### src/rtl/rob_pkg.sv
// Shared types for the reorder buffer.
// Assumes: kind codes are fixed because the issue stage encodes them.
package rob_pkg;

    typedef enum logic [1:0] {
        KIND_ALU    = 2'b00,
        KIND_STORE  = 2'b01,
        KIND_BRANCH = 2'b10,
        KIND_RSVD   = 2'b11
    } rob_kind_t;

    typedef enum logic {
        SLOT_WAITING = 1'b0,
        SLOT_RESULT  = 1'b1
    } rob_state_t;

endpackage

### src/rtl/rob_slots.sv
// Entry storage and head/tail/count pointers of the circular buffer.
// Assumes: DEPTH is a power of two, so a TW-bit tag addresses every entry.
// Results for unoccupied entries are dropped. Flush empties everything.
module rob_slots
    import rob_pkg::*;
#(
    parameter int DEPTH = 8,
    parameter int RW    = 4,
    parameter int DW    = 32,
    parameter int AUXW  = 32,
    parameter int TW    = $clog2(DEPTH),
    parameter int CW    = $clog2(DEPTH + 1)
) (
    input  logic            clk,
    input  logic            rst_n,
    input  logic            alloc_fire,
    input  rob_kind_t       alloc_kind,
    input  logic [RW-1:0]   alloc_dest,
    input  logic            wb_valid,
    input  logic [TW-1:0]   wb_tag,
    input  logic [DW-1:0]   wb_value,
    input  logic [AUXW-1:0] wb_aux,
    input  logic            wb_mispred,
    input  logic            retire_fire,
    input  logic            flush,
    output logic [TW-1:0]   head,
    output logic [TW-1:0]   tail,
    output logic            full,
    output logic            head_busy,
    output logic            head_done,
    output rob_kind_t       head_kind,
    output logic [RW-1:0]   head_dest,
    output logic [DW-1:0]   head_value,
    output logic [AUXW-1:0] head_aux,
    output logic            head_misp,
    output logic [DEPTH-1:0] done_vec,
    output logic [DW-1:0]   val_arr [DEPTH]
);

    logic [TW-1:0]   head_q, tail_q;
    logic [CW-1:0]   count_q;
    logic [DEPTH-1:0] busy_vec;
    logic [DEPTH-1:0] misp_vec;
    rob_kind_t       kind_arr [DEPTH];
    logic [RW-1:0]   dest_arr [DEPTH];
    logic [AUXW-1:0] aux_arr  [DEPTH];

    function automatic logic [TW-1:0] bump(input logic [TW-1:0] p);
        return (p == TW'(DEPTH - 1)) ? '0 : p + 1'b1;
    endfunction

    // Per-entry state: allocate, capture result, retire.
    for (genvar e = 0; e < DEPTH; e++) begin : g_slot
        logic            busy_r;
        rob_state_t      state_r;
        rob_kind_t       kind_r;
        logic [RW-1:0]   dest_r;
        logic [DW-1:0]   val_r;
        logic [AUXW-1:0] aux_r;
        logic            misp_r;
        logic            alloc_here, wb_here, retire_here;

        assign alloc_here  = alloc_fire && (tail_q == TW'(e));
        assign wb_here     = wb_valid && (wb_tag == TW'(e)) && busy_r;
        assign retire_here = retire_fire && (head_q == TW'(e));

        // Entry register update, reset first, flush next.
        always_ff @(posedge clk) begin
            if (!rst_n) begin
                busy_r  <= 1'b0;
                state_r <= SLOT_WAITING;
                kind_r  <= KIND_ALU;
                dest_r  <= '0;
                val_r   <= '0;
                aux_r   <= '0;
                misp_r  <= 1'b0;
            end else if (flush) begin
                busy_r  <= 1'b0;
                state_r <= SLOT_WAITING;
            end else if (alloc_here) begin
                busy_r  <= 1'b1;
                state_r <= SLOT_WAITING;
                kind_r  <= alloc_kind;
                dest_r  <= alloc_dest;
                misp_r  <= 1'b0;
            end else begin
                if (wb_here) begin
                    state_r <= SLOT_RESULT;
                    val_r   <= wb_value;
                    aux_r   <= wb_aux;
                    misp_r  <= wb_mispred;
                end
                if (retire_here) begin
                    busy_r  <= 1'b0;
                    state_r <= SLOT_WAITING;
                end
            end
        end

        assign busy_vec[e] = busy_r;
        assign done_vec[e] = busy_r && (state_r == SLOT_RESULT);
        assign misp_vec[e] = misp_r;
        assign kind_arr[e] = kind_r;
        assign dest_arr[e] = dest_r;
        assign val_arr[e]  = val_r;
        assign aux_arr[e]  = aux_r;
    end

    // Pointer and occupancy update.
    always_ff @(posedge clk) begin
        if (!rst_n || flush) begin
            head_q  <= '0;
            tail_q  <= '0;
            count_q <= '0;
        end else begin
            if (alloc_fire)  tail_q <= bump(tail_q);
            if (retire_fire) head_q <= bump(head_q);
            case ({alloc_fire, retire_fire})
                2'b10:   count_q <= count_q + CW'(1);
                2'b01:   count_q <= count_q - CW'(1);
                default: count_q <= count_q;
            endcase
        end
    end

    assign head       = head_q;
    assign tail       = tail_q;
    assign full       = (count_q == CW'(DEPTH));
    assign head_busy  = busy_vec[head_q];
    assign head_done  = done_vec[head_q];
    assign head_kind  = kind_arr[head_q];
    assign head_dest  = dest_arr[head_q];
    assign head_value = val_arr[head_q];
    assign head_aux   = aux_arr[head_q];
    assign head_misp  = misp_vec[head_q];

    assert_count_bound_R3: assert property (@(posedge clk) disable iff (!rst_n)
        count_q <= CW'(DEPTH));

    assert_flush_empties_R8: assert property (@(posedge clk) disable iff (!rst_n)
        flush |=> (count_q == '0) && (busy_vec == '0));

    assert_stray_result_R4: assert property (@(posedge clk) disable iff (!rst_n)
        (wb_valid && !busy_vec[wb_tag] && !flush) |=> !done_vec[$past(wb_tag)]);

    assert_single_retire_R5: assert property (@(posedge clk) disable iff (!rst_n)
        (retire_fire && !alloc_fire && !flush) |=> (count_q == $past(count_q) - CW'(1)));

endmodule

### src/rtl/rob_rename_map.sv
// Register status table: newest producing entry and a pending bit per register.
// Assumes: NREG == 2**RW. A rename set wins over a same-cycle retire clear.
module rob_rename_map #(
    parameter int NREG = 16,
    parameter int NSRC = 2,
    parameter int RW   = $clog2(NREG),
    parameter int TW   = 3
) (
    input  logic              clk,
    input  logic              rst_n,
    input  logic              flush,
    input  logic              set_fire,
    input  logic [RW-1:0]     set_reg,
    input  logic [TW-1:0]     set_tag,
    input  logic              clr_fire,
    input  logic [RW-1:0]     clr_reg,
    input  logic [TW-1:0]     clr_tag,
    input  logic [NSRC*RW-1:0] src_reg,
    output logic [NSRC-1:0]   src_busy,
    output logic [NSRC*TW-1:0] src_tag
);

    logic [NREG-1:0] pend_vec;
    logic [TW-1:0]   tag_arr [NREG];

    // One status record per architectural register.
    for (genvar r = 0; r < NREG; r++) begin : g_reg
        logic          pend_r;
        logic [TW-1:0] tag_r;

        // Rename on allocation; conditional clear on retirement.
        always_ff @(posedge clk) begin
            if (!rst_n) begin
                pend_r <= 1'b0;
                tag_r  <= '0;
            end else if (flush) begin
                pend_r <= 1'b0;
            end else if (set_fire && (set_reg == RW'(r))) begin
                pend_r <= 1'b1;
                tag_r  <= set_tag;
            end else if (clr_fire && (clr_reg == RW'(r)) && (tag_r == clr_tag)) begin
                pend_r <= 1'b0;
            end
        end

        assign pend_vec[r] = pend_r;
        assign tag_arr[r]  = tag_r;
    end

    // Lookup ports.
    for (genvar s = 0; s < NSRC; s++) begin : g_src
        logic [RW-1:0] idx;
        assign idx                    = src_reg[s*RW +: RW];
        assign src_busy[s]            = pend_vec[idx];
        assign src_tag[s*TW +: TW]    = tag_arr[idx];
    end

    assert_flush_clears_R8: assert property (@(posedge clk) disable iff (!rst_n)
        flush |=> (pend_vec == '0));

    assert_keep_newer_R10: assert property (@(posedge clk) disable iff (!rst_n)
        (clr_fire && !flush && !set_fire && pend_vec[clr_reg] && (tag_arr[clr_reg] != clr_tag))
        |=> pend_vec[$past(clr_reg)]);

endmodule

### src/rtl/rob_retire.sv
// Head decode: chooses the single retirement action for the head entry.
// Assumes: head fields are registered; outputs are combinational from them.
// Kind code 11 retires silently.
module rob_retire
    import rob_pkg::*;
#(
    parameter int RW   = 4,
    parameter int DW   = 32,
    parameter int AUXW = 32
) (
    input  logic            clk,
    input  logic            rst_n,
    input  logic            head_busy,
    input  logic            head_done,
    input  rob_kind_t       head_kind,
    input  logic [RW-1:0]   head_dest,
    input  logic [DW-1:0]   head_value,
    input  logic [AUXW-1:0] head_aux,
    input  logic            head_misp,
    output logic            retire_fire,
    output logic            rf_we,
    output logic [RW-1:0]   rf_waddr,
    output logic [DW-1:0]   rf_wdata,
    output logic            st_valid,
    output logic [AUXW-1:0] st_addr,
    output logic [DW-1:0]   st_data,
    output logic            flush,
    output logic [AUXW-1:0] flush_pc
);

    // Action select for the head entry.
    always_comb begin
        retire_fire = head_busy && head_done;
        rf_we       = 1'b0;
        st_valid    = 1'b0;
        flush       = 1'b0;
        unique case (head_kind)
            KIND_ALU:    rf_we    = retire_fire;
            KIND_STORE:  st_valid = retire_fire;
            KIND_BRANCH: flush    = retire_fire && head_misp;
            default:     ;
        endcase
    end

    assign rf_waddr = head_dest;
    assign rf_wdata = head_value;
    assign st_addr  = head_aux;
    assign st_data  = head_value;
    assign flush_pc = head_aux;

    assert_one_action_R5: assert property (@(posedge clk) disable iff (!rst_n)
        $onehot0({rf_we, st_valid, flush}));

    assert_needs_result_R5: assert property (@(posedge clk) disable iff (!rst_n)
        (rf_we || st_valid || flush) |-> (head_busy && head_done));

endmodule

### src/rtl/inorder_rob.sv
// Reorder buffer top: allocation gate, entry store, register status
// table, operand lookup and head retirement.
// Assumes: DEPTH and NREG are powers of two. Lookups show state as of the
// start of the cycle, so a same-cycle result or rename is not yet visible.
module inorder_rob
    import rob_pkg::*;
#(
    parameter int DEPTH = 8,
    parameter int NREG  = 16,
    parameter int DW    = 32,
    parameter int AUXW  = 32,
    parameter int NSRC  = 2,
    localparam int TW   = $clog2(DEPTH),
    localparam int RW   = $clog2(NREG)
) (
    input  logic               clk,
    input  logic               rst_n,
    input  logic               rs_free,
    input  logic               alloc_valid,
    input  logic [1:0]         alloc_kind,
    input  logic [RW-1:0]      alloc_dest,
    output logic               alloc_ready,
    output logic [TW-1:0]      alloc_tag,
    input  logic               wb_valid,
    input  logic [TW-1:0]      wb_tag,
    input  logic [DW-1:0]      wb_value,
    input  logic [AUXW-1:0]    wb_aux,
    input  logic               wb_mispred,
    input  logic [NSRC*RW-1:0] src_reg,
    output logic [NSRC-1:0]    src_busy,
    output logic [NSRC-1:0]    src_ready,
    output logic [NSRC*TW-1:0] src_tag,
    output logic [NSRC*DW-1:0] src_value,
    output logic               rf_we,
    output logic [RW-1:0]      rf_waddr,
    output logic [DW-1:0]      rf_wdata,
    output logic               st_valid,
    output logic [AUXW-1:0]    st_addr,
    output logic [DW-1:0]      st_data,
    output logic               flush,
    output logic [AUXW-1:0]    flush_pc
);

    rob_kind_t        kind_in;
    logic             alloc_fire, full, retire_fire;
    logic [TW-1:0]    head, tail;
    logic             head_busy, head_done, head_misp;
    rob_kind_t        head_kind;
    logic [RW-1:0]    head_dest;
    logic [DW-1:0]    head_value;
    logic [AUXW-1:0]  head_aux;
    logic [DEPTH-1:0] done_vec;
    logic [DW-1:0]    val_arr [DEPTH];

    assign kind_in     = rob_kind_t'(alloc_kind);
    assign alloc_ready = rs_free && !full && !flush;
    assign alloc_fire  = alloc_valid && alloc_ready;
    assign alloc_tag   = tail;

    rob_slots #(.DEPTH(DEPTH), .RW(RW), .DW(DW), .AUXW(AUXW)) u_slots (
        .clk         (clk),
        .rst_n       (rst_n),
        .alloc_fire  (alloc_fire),
        .alloc_kind  (kind_in),
        .alloc_dest  (alloc_dest),
        .wb_valid    (wb_valid),
        .wb_tag      (wb_tag),
        .wb_value    (wb_value),
        .wb_aux      (wb_aux),
        .wb_mispred  (wb_mispred),
        .retire_fire (retire_fire),
        .flush       (flush),
        .head        (head),
        .tail        (tail),
        .full        (full),
        .head_busy   (head_busy),
        .head_done   (head_done),
        .head_kind   (head_kind),
        .head_dest   (head_dest),
        .head_value  (head_value),
        .head_aux    (head_aux),
        .head_misp   (head_misp),
        .done_vec    (done_vec),
        .val_arr     (val_arr)
    );

    rob_rename_map #(.NREG(NREG), .NSRC(NSRC), .TW(TW)) u_map (
        .clk      (clk),
        .rst_n    (rst_n),
        .flush    (flush),
        .set_fire (alloc_fire && (kind_in == KIND_ALU)),
        .set_reg  (alloc_dest),
        .set_tag  (tail),
        .clr_fire (rf_we),
        .clr_reg  (head_dest),
        .clr_tag  (head),
        .src_reg  (src_reg),
        .src_busy (src_busy),
        .src_tag  (src_tag)
    );

    rob_retire #(.RW(RW), .DW(DW), .AUXW(AUXW)) u_retire (
        .clk         (clk),
        .rst_n       (rst_n),
        .head_busy   (head_busy),
        .head_done   (head_done),
        .head_kind   (head_kind),
        .head_dest   (head_dest),
        .head_value  (head_value),
        .head_aux    (head_aux),
        .head_misp   (head_misp),
        .retire_fire (retire_fire),
        .rf_we       (rf_we),
        .rf_waddr    (rf_waddr),
        .rf_wdata    (rf_wdata),
        .st_valid    (st_valid),
        .st_addr     (st_addr),
        .st_data     (st_data),
        .flush       (flush),
        .flush_pc    (flush_pc)
    );

    // Operand forwarding from a finished producer entry.
    for (genvar s = 0; s < NSRC; s++) begin : g_fwd
        logic [TW-1:0] t;
        assign t                      = src_tag[s*TW +: TW];
        assign src_ready[s]           = src_busy[s] && done_vec[t];
        assign src_value[s*DW +: DW]  = src_ready[s] ? val_arr[t] : '0;
    end

    assert_ready_implies_busy_R9: assert property (@(posedge clk) disable iff (!rst_n)
        src_ready[0] |-> src_busy[0]);

endmodule

### config.mk
export PLATFORM = sky130hd
export DESIGN_NAME = inorder_rob
export DESIGN_NICKNAME = d
export VERILOG_FILES = /design/src/rtl/rob_pkg.sv /design/src/rtl/rob_slots.sv /design/src/rtl/rob_rename_map.sv /design/src/rtl/rob_retire.sv /design/src/rtl/inorder_rob.sv
export SDC_FILE = /design/constraint.sdc
export NUM_CORES = 2
export LEC_CHECK = 0
export CAP_MARGIN = 20
export CORE_ASPECT_RATIO = 1.1
export CORE_UTILIZATION = 50
export CTS_CLUSTER_SIZE = 30
export DETAILED_ROUTE_END_ITERATION = 6
export PLACE_DENSITY = 0.74
export SLEW_MARGIN = 20
export SYNTH_ARGS = -nofsm -noshare
export SYNTH_HDL_FRONTEND = slang
export SYNTH_SLANG_ARGS = --single-unit
### constraint.sdc
create_clock -name clk -period 3.28 [get_ports clk]
set_input_delay 0.328 -clock clk [delete_from_list [all_inputs] [get_ports clk]]
set_output_delay 0.328 -clock clk [all_outputs]
set_load 0.1 [all_outputs]
==> results.toml <==
[outcome]
status = "finished, violations left"
violations = "negative setup slack"

[grt]
grt_antenna_before_repair = 2
grt_pass1_vias = 29300
use_met3 = 0.0452
grtUsageMet1 = 0.382
busiest_layer = "met2"
grt_usage = 0.297
grt_max_degree = 90
grt_pass1_wl_um = 165000
overflow = 0
use_met2 = 0.489

[clock_tree]
cts_tree = "built"
clock_sinks = 658
root_buffer = "clkbuf_16"
cts_hold_buf = 0
htreeDepth = 3
path_clk_slew_ns = 0.06
clock_path_buffers = 3
numCtsBuffers = 68
clock_latency_ns = 0.62

[critical_path]
critPathKind = "reg2out"
startpoint_type = "flip-flop"
r2r-start = "u_slots.head[0]"
crit_arrival_ns = 3.18
critPathRequiredTime_ns = 2.95
crit_start = "u_map.g_reg[6].tag_r[2]"
cp_max_fo = 15
worst_setup_path_end_kind = "output port"

[synthesis]
syn_area_per_cell_um2 = 9.15
syn_inst = 3741
yosysUniqueCellTypes = 51
ys_top_cells_by_area = "dfxtp_1 38%, mux2i_1 13%, mux4_2 12%, nand2_1 9.2%, nand3_1 4.7%"
synthMuxAreaShare = 0.250
synth_adder_area_share = 0.00548
netlist_area_um2 = 34200
synth-simple-area-share = 0.185
synth_compound_area_frac = 0.0965
yosysTopAreaCell = "dfxtp_1"
ys_ff_latch = 658
synth_top_area_share = 0.385
synth_enable_flop_cells = 0
ys.flop_type = "dfxtp_1"
synth_xor_area_frac = 0.0136
mappedNetlistNets = 3843
async_reset_ff_frac = 0
synth_top_family_by_area = "multiplexers"
yosys_warnings = 0
yosysSeqAreaShare = 0.385

[die]
die_area_um2 = 69500
fp.dieW_um = 252
fp.dieH_um = 276
num_rows = 100
io_pins = 300
initial_core_util = 0.506
core_um2 = 67700

[cells_and_area]
drive_gt1_frac = 0.247
final_util = 0.637
finalNetCount = 4073
syn_to_final_growth_pct = 25.9
multi_input_area_um2 = 19800
fin_area_um2 = 43100
layout_commonest_cell = "nand2_1"
regArea_um2 = 13200
final_cell_count_no_fill = 4939
final_cell_mix = "769 x nand2_1, 627 x dfxtp_1, 453 x mux2i_1"
fillCellCount = 5317

[placed_design]
place_ws_ns = -0.291
dp_cells = 4781
port_buffers = 299
place.gp.congestion = 0.939
place_hpwl_um = 68600
place_area_um2 = 39900

[pwr]
pwr-share-clk = 0.454
p_comb_frac = 0.074
p_sw_w = 0.00405
p_leak_nw = 15.7
power_frac_seq = 0.472
ir_drop_mv = 0.321
netSwitchingFraction = 0.238
power_density_nw_per_um2 = 394
internal_power_w = 0.0129

[sta]
hold_viol_final = 0
tightestPinTransition_ns = 0.827
finClkSkew_ns = 0.0151
maxSlewHeadroom = 0.449
period_needed_ns = 3.51
slew_violations = 0
setup_viol = 66
finalCritPeriodShare = 1.07
timing.final.ws_setup_ns = -0.228
fmax_mhz = 285
rsz0062_at_grt = "true"

[min_path]
worstHoldPathType = "in2reg"
hp-start = "rst_n"

[route]
drc = 0
num_vias = 30200
drt_first_iter_violations = 3086
firstDrtPassIters = 6
finalWirelength_um = 106000
ant_nets = 0
wire_per_inst_um = 21.5
viasPerCell = 6.11

[run]
drv_cap = 0
==> cell families after synthesis <==
group                      Yosys count
buffers and inverters              423
DFF                                658
AOI/OAI and AO/OA                  537
xor gates and xnor gates            53
and+or+nand+nor                   1421
muxes                              634
adders and majority gates           15
==> cell usage after synthesis, types with 4 or more instances <==
master,n
a211o_1,7
a211oi_1,5
a21oi_1,36
a22oi_1,4
a32oi_1,128
and2_1,9
and3_1,77
and4b_1,7
buf_1,23
buf_2,93
buf_4,88
buf_6,25
clkbuf_1,164
dfxtp_1,658
ha_1,15
inv_1,21
inv_2,6
mux2_2,6
mux2i_1,453
mux4_2,175
nand2_1,835
nand2_2,4
nand2b_1,6
nand3_1,323
nand3_2,5
nand3b_1,5
nand4_1,26
nor2_1,45
nor2b_1,58
nor3_1,5
o21a_1,4
o21ai_0,304
o21ai_1,22
o22a_1,4
o31ai_1,8
or3_1,10
xnor2_1,50
==> critical path: stages, from the launching register on <==
cell and delay, ns:
dfxtp_1 0.36, mux4_2 0.48, mux4_2 0.64, and2_4 0.20, a22o_4 0.32, buf_12 0.18
and3_4 0.20, buf_12 0.16
==> through the flow <==
step           power, W  hold WS [ns]  TNS (ns)
4_1_cts          0.0170         0.189     -9.87
3_3_place_gp    0.00939         0.439    -13.99
6_report         0.0170         0.195    -12.71
3_5_place_dp    0.00940         0.446    -15.23
2_1_floorplan   0.00890         0.432         0
5_1_grt          0.0175         0.231    -14.35
==> power groups by stage <==
stage / combinational (W) / clock (W) / sequential, W
final: 0.00126 / 0.00771 / 0.00802
after global routing: 0.00132 / 0.00814 / 0.00802
after CTS: 0.00123 / 0.00779 / 0.00803
after detailed placement: 0.00120 / 0 / 0.00820
after global placement: 0.00119 / 0 / 0.00820
after floorplan: 0.000689 / 0 / 0.00821
==> cell type report <==
type / instances / area share
antenna: 2 / 0.000116
sequential: 658 / 0.307
inverter: 28 / 0.00313
timing repair buffer: 555 / 0.153
clock inverter: 13 / 0.00337
clock buffer: 105 / 0.0476
multi-input combinational: 2660 / 0.460
tap: 918 / 0.0266
==> path summary, 6_finish.rpt <==
kind                                      to  slack (ns)  cells after the start
hold / removal    u_slots.g_slot[3].val_r[6]        0.19                      3
setup / recovery                src_value[5]       -0.23                      7
hold reg to reg   u_slots.g_slot[6].aux_r[9]        0.45                      2
setup reg to reg          u_slots.count_q[2]        0.24                     15
==> flip-flops by register name, indices dropped and copies added (netlist names) <==
name                    flops
u_slots.g_slot.val_r      256
u_map.g.pend_r             16
u_slots.g_slot.state_r      8
u_slots.head                3
u_slots.g_slot.misp_r       8
u_slots.g_slot.dest_r      32
u_slots.g_slot.kind_r      16
u_slots.tail                3
u_slots.g_slot.aux_r      256
u_map.g.tag_r              48
u_slots.count_q             4
u_slots.g_slot.busy_r       8
==> metal layers <==
layer,wire length [um],part of all wire,vias up
li1,-,-,13800
met2,50900,0.48,1404
met5,8,0.000076,-
met3,8140,0.077,309
met1,42400,0.40,14700
met4,4450,0.042,2
==> what timing repair did <==
item | 4_1_cts | 5_1_grt
resized for setup | 67 | 48
buffers inserted | 15 | 14
hold endpoints to repair | 0 | 0
setup endpoints to repair | 76 | 73
pin swaps | 9 | 7
cloned | 6 | 5
No activity file was read; power rests on OpenSTA's default activity.
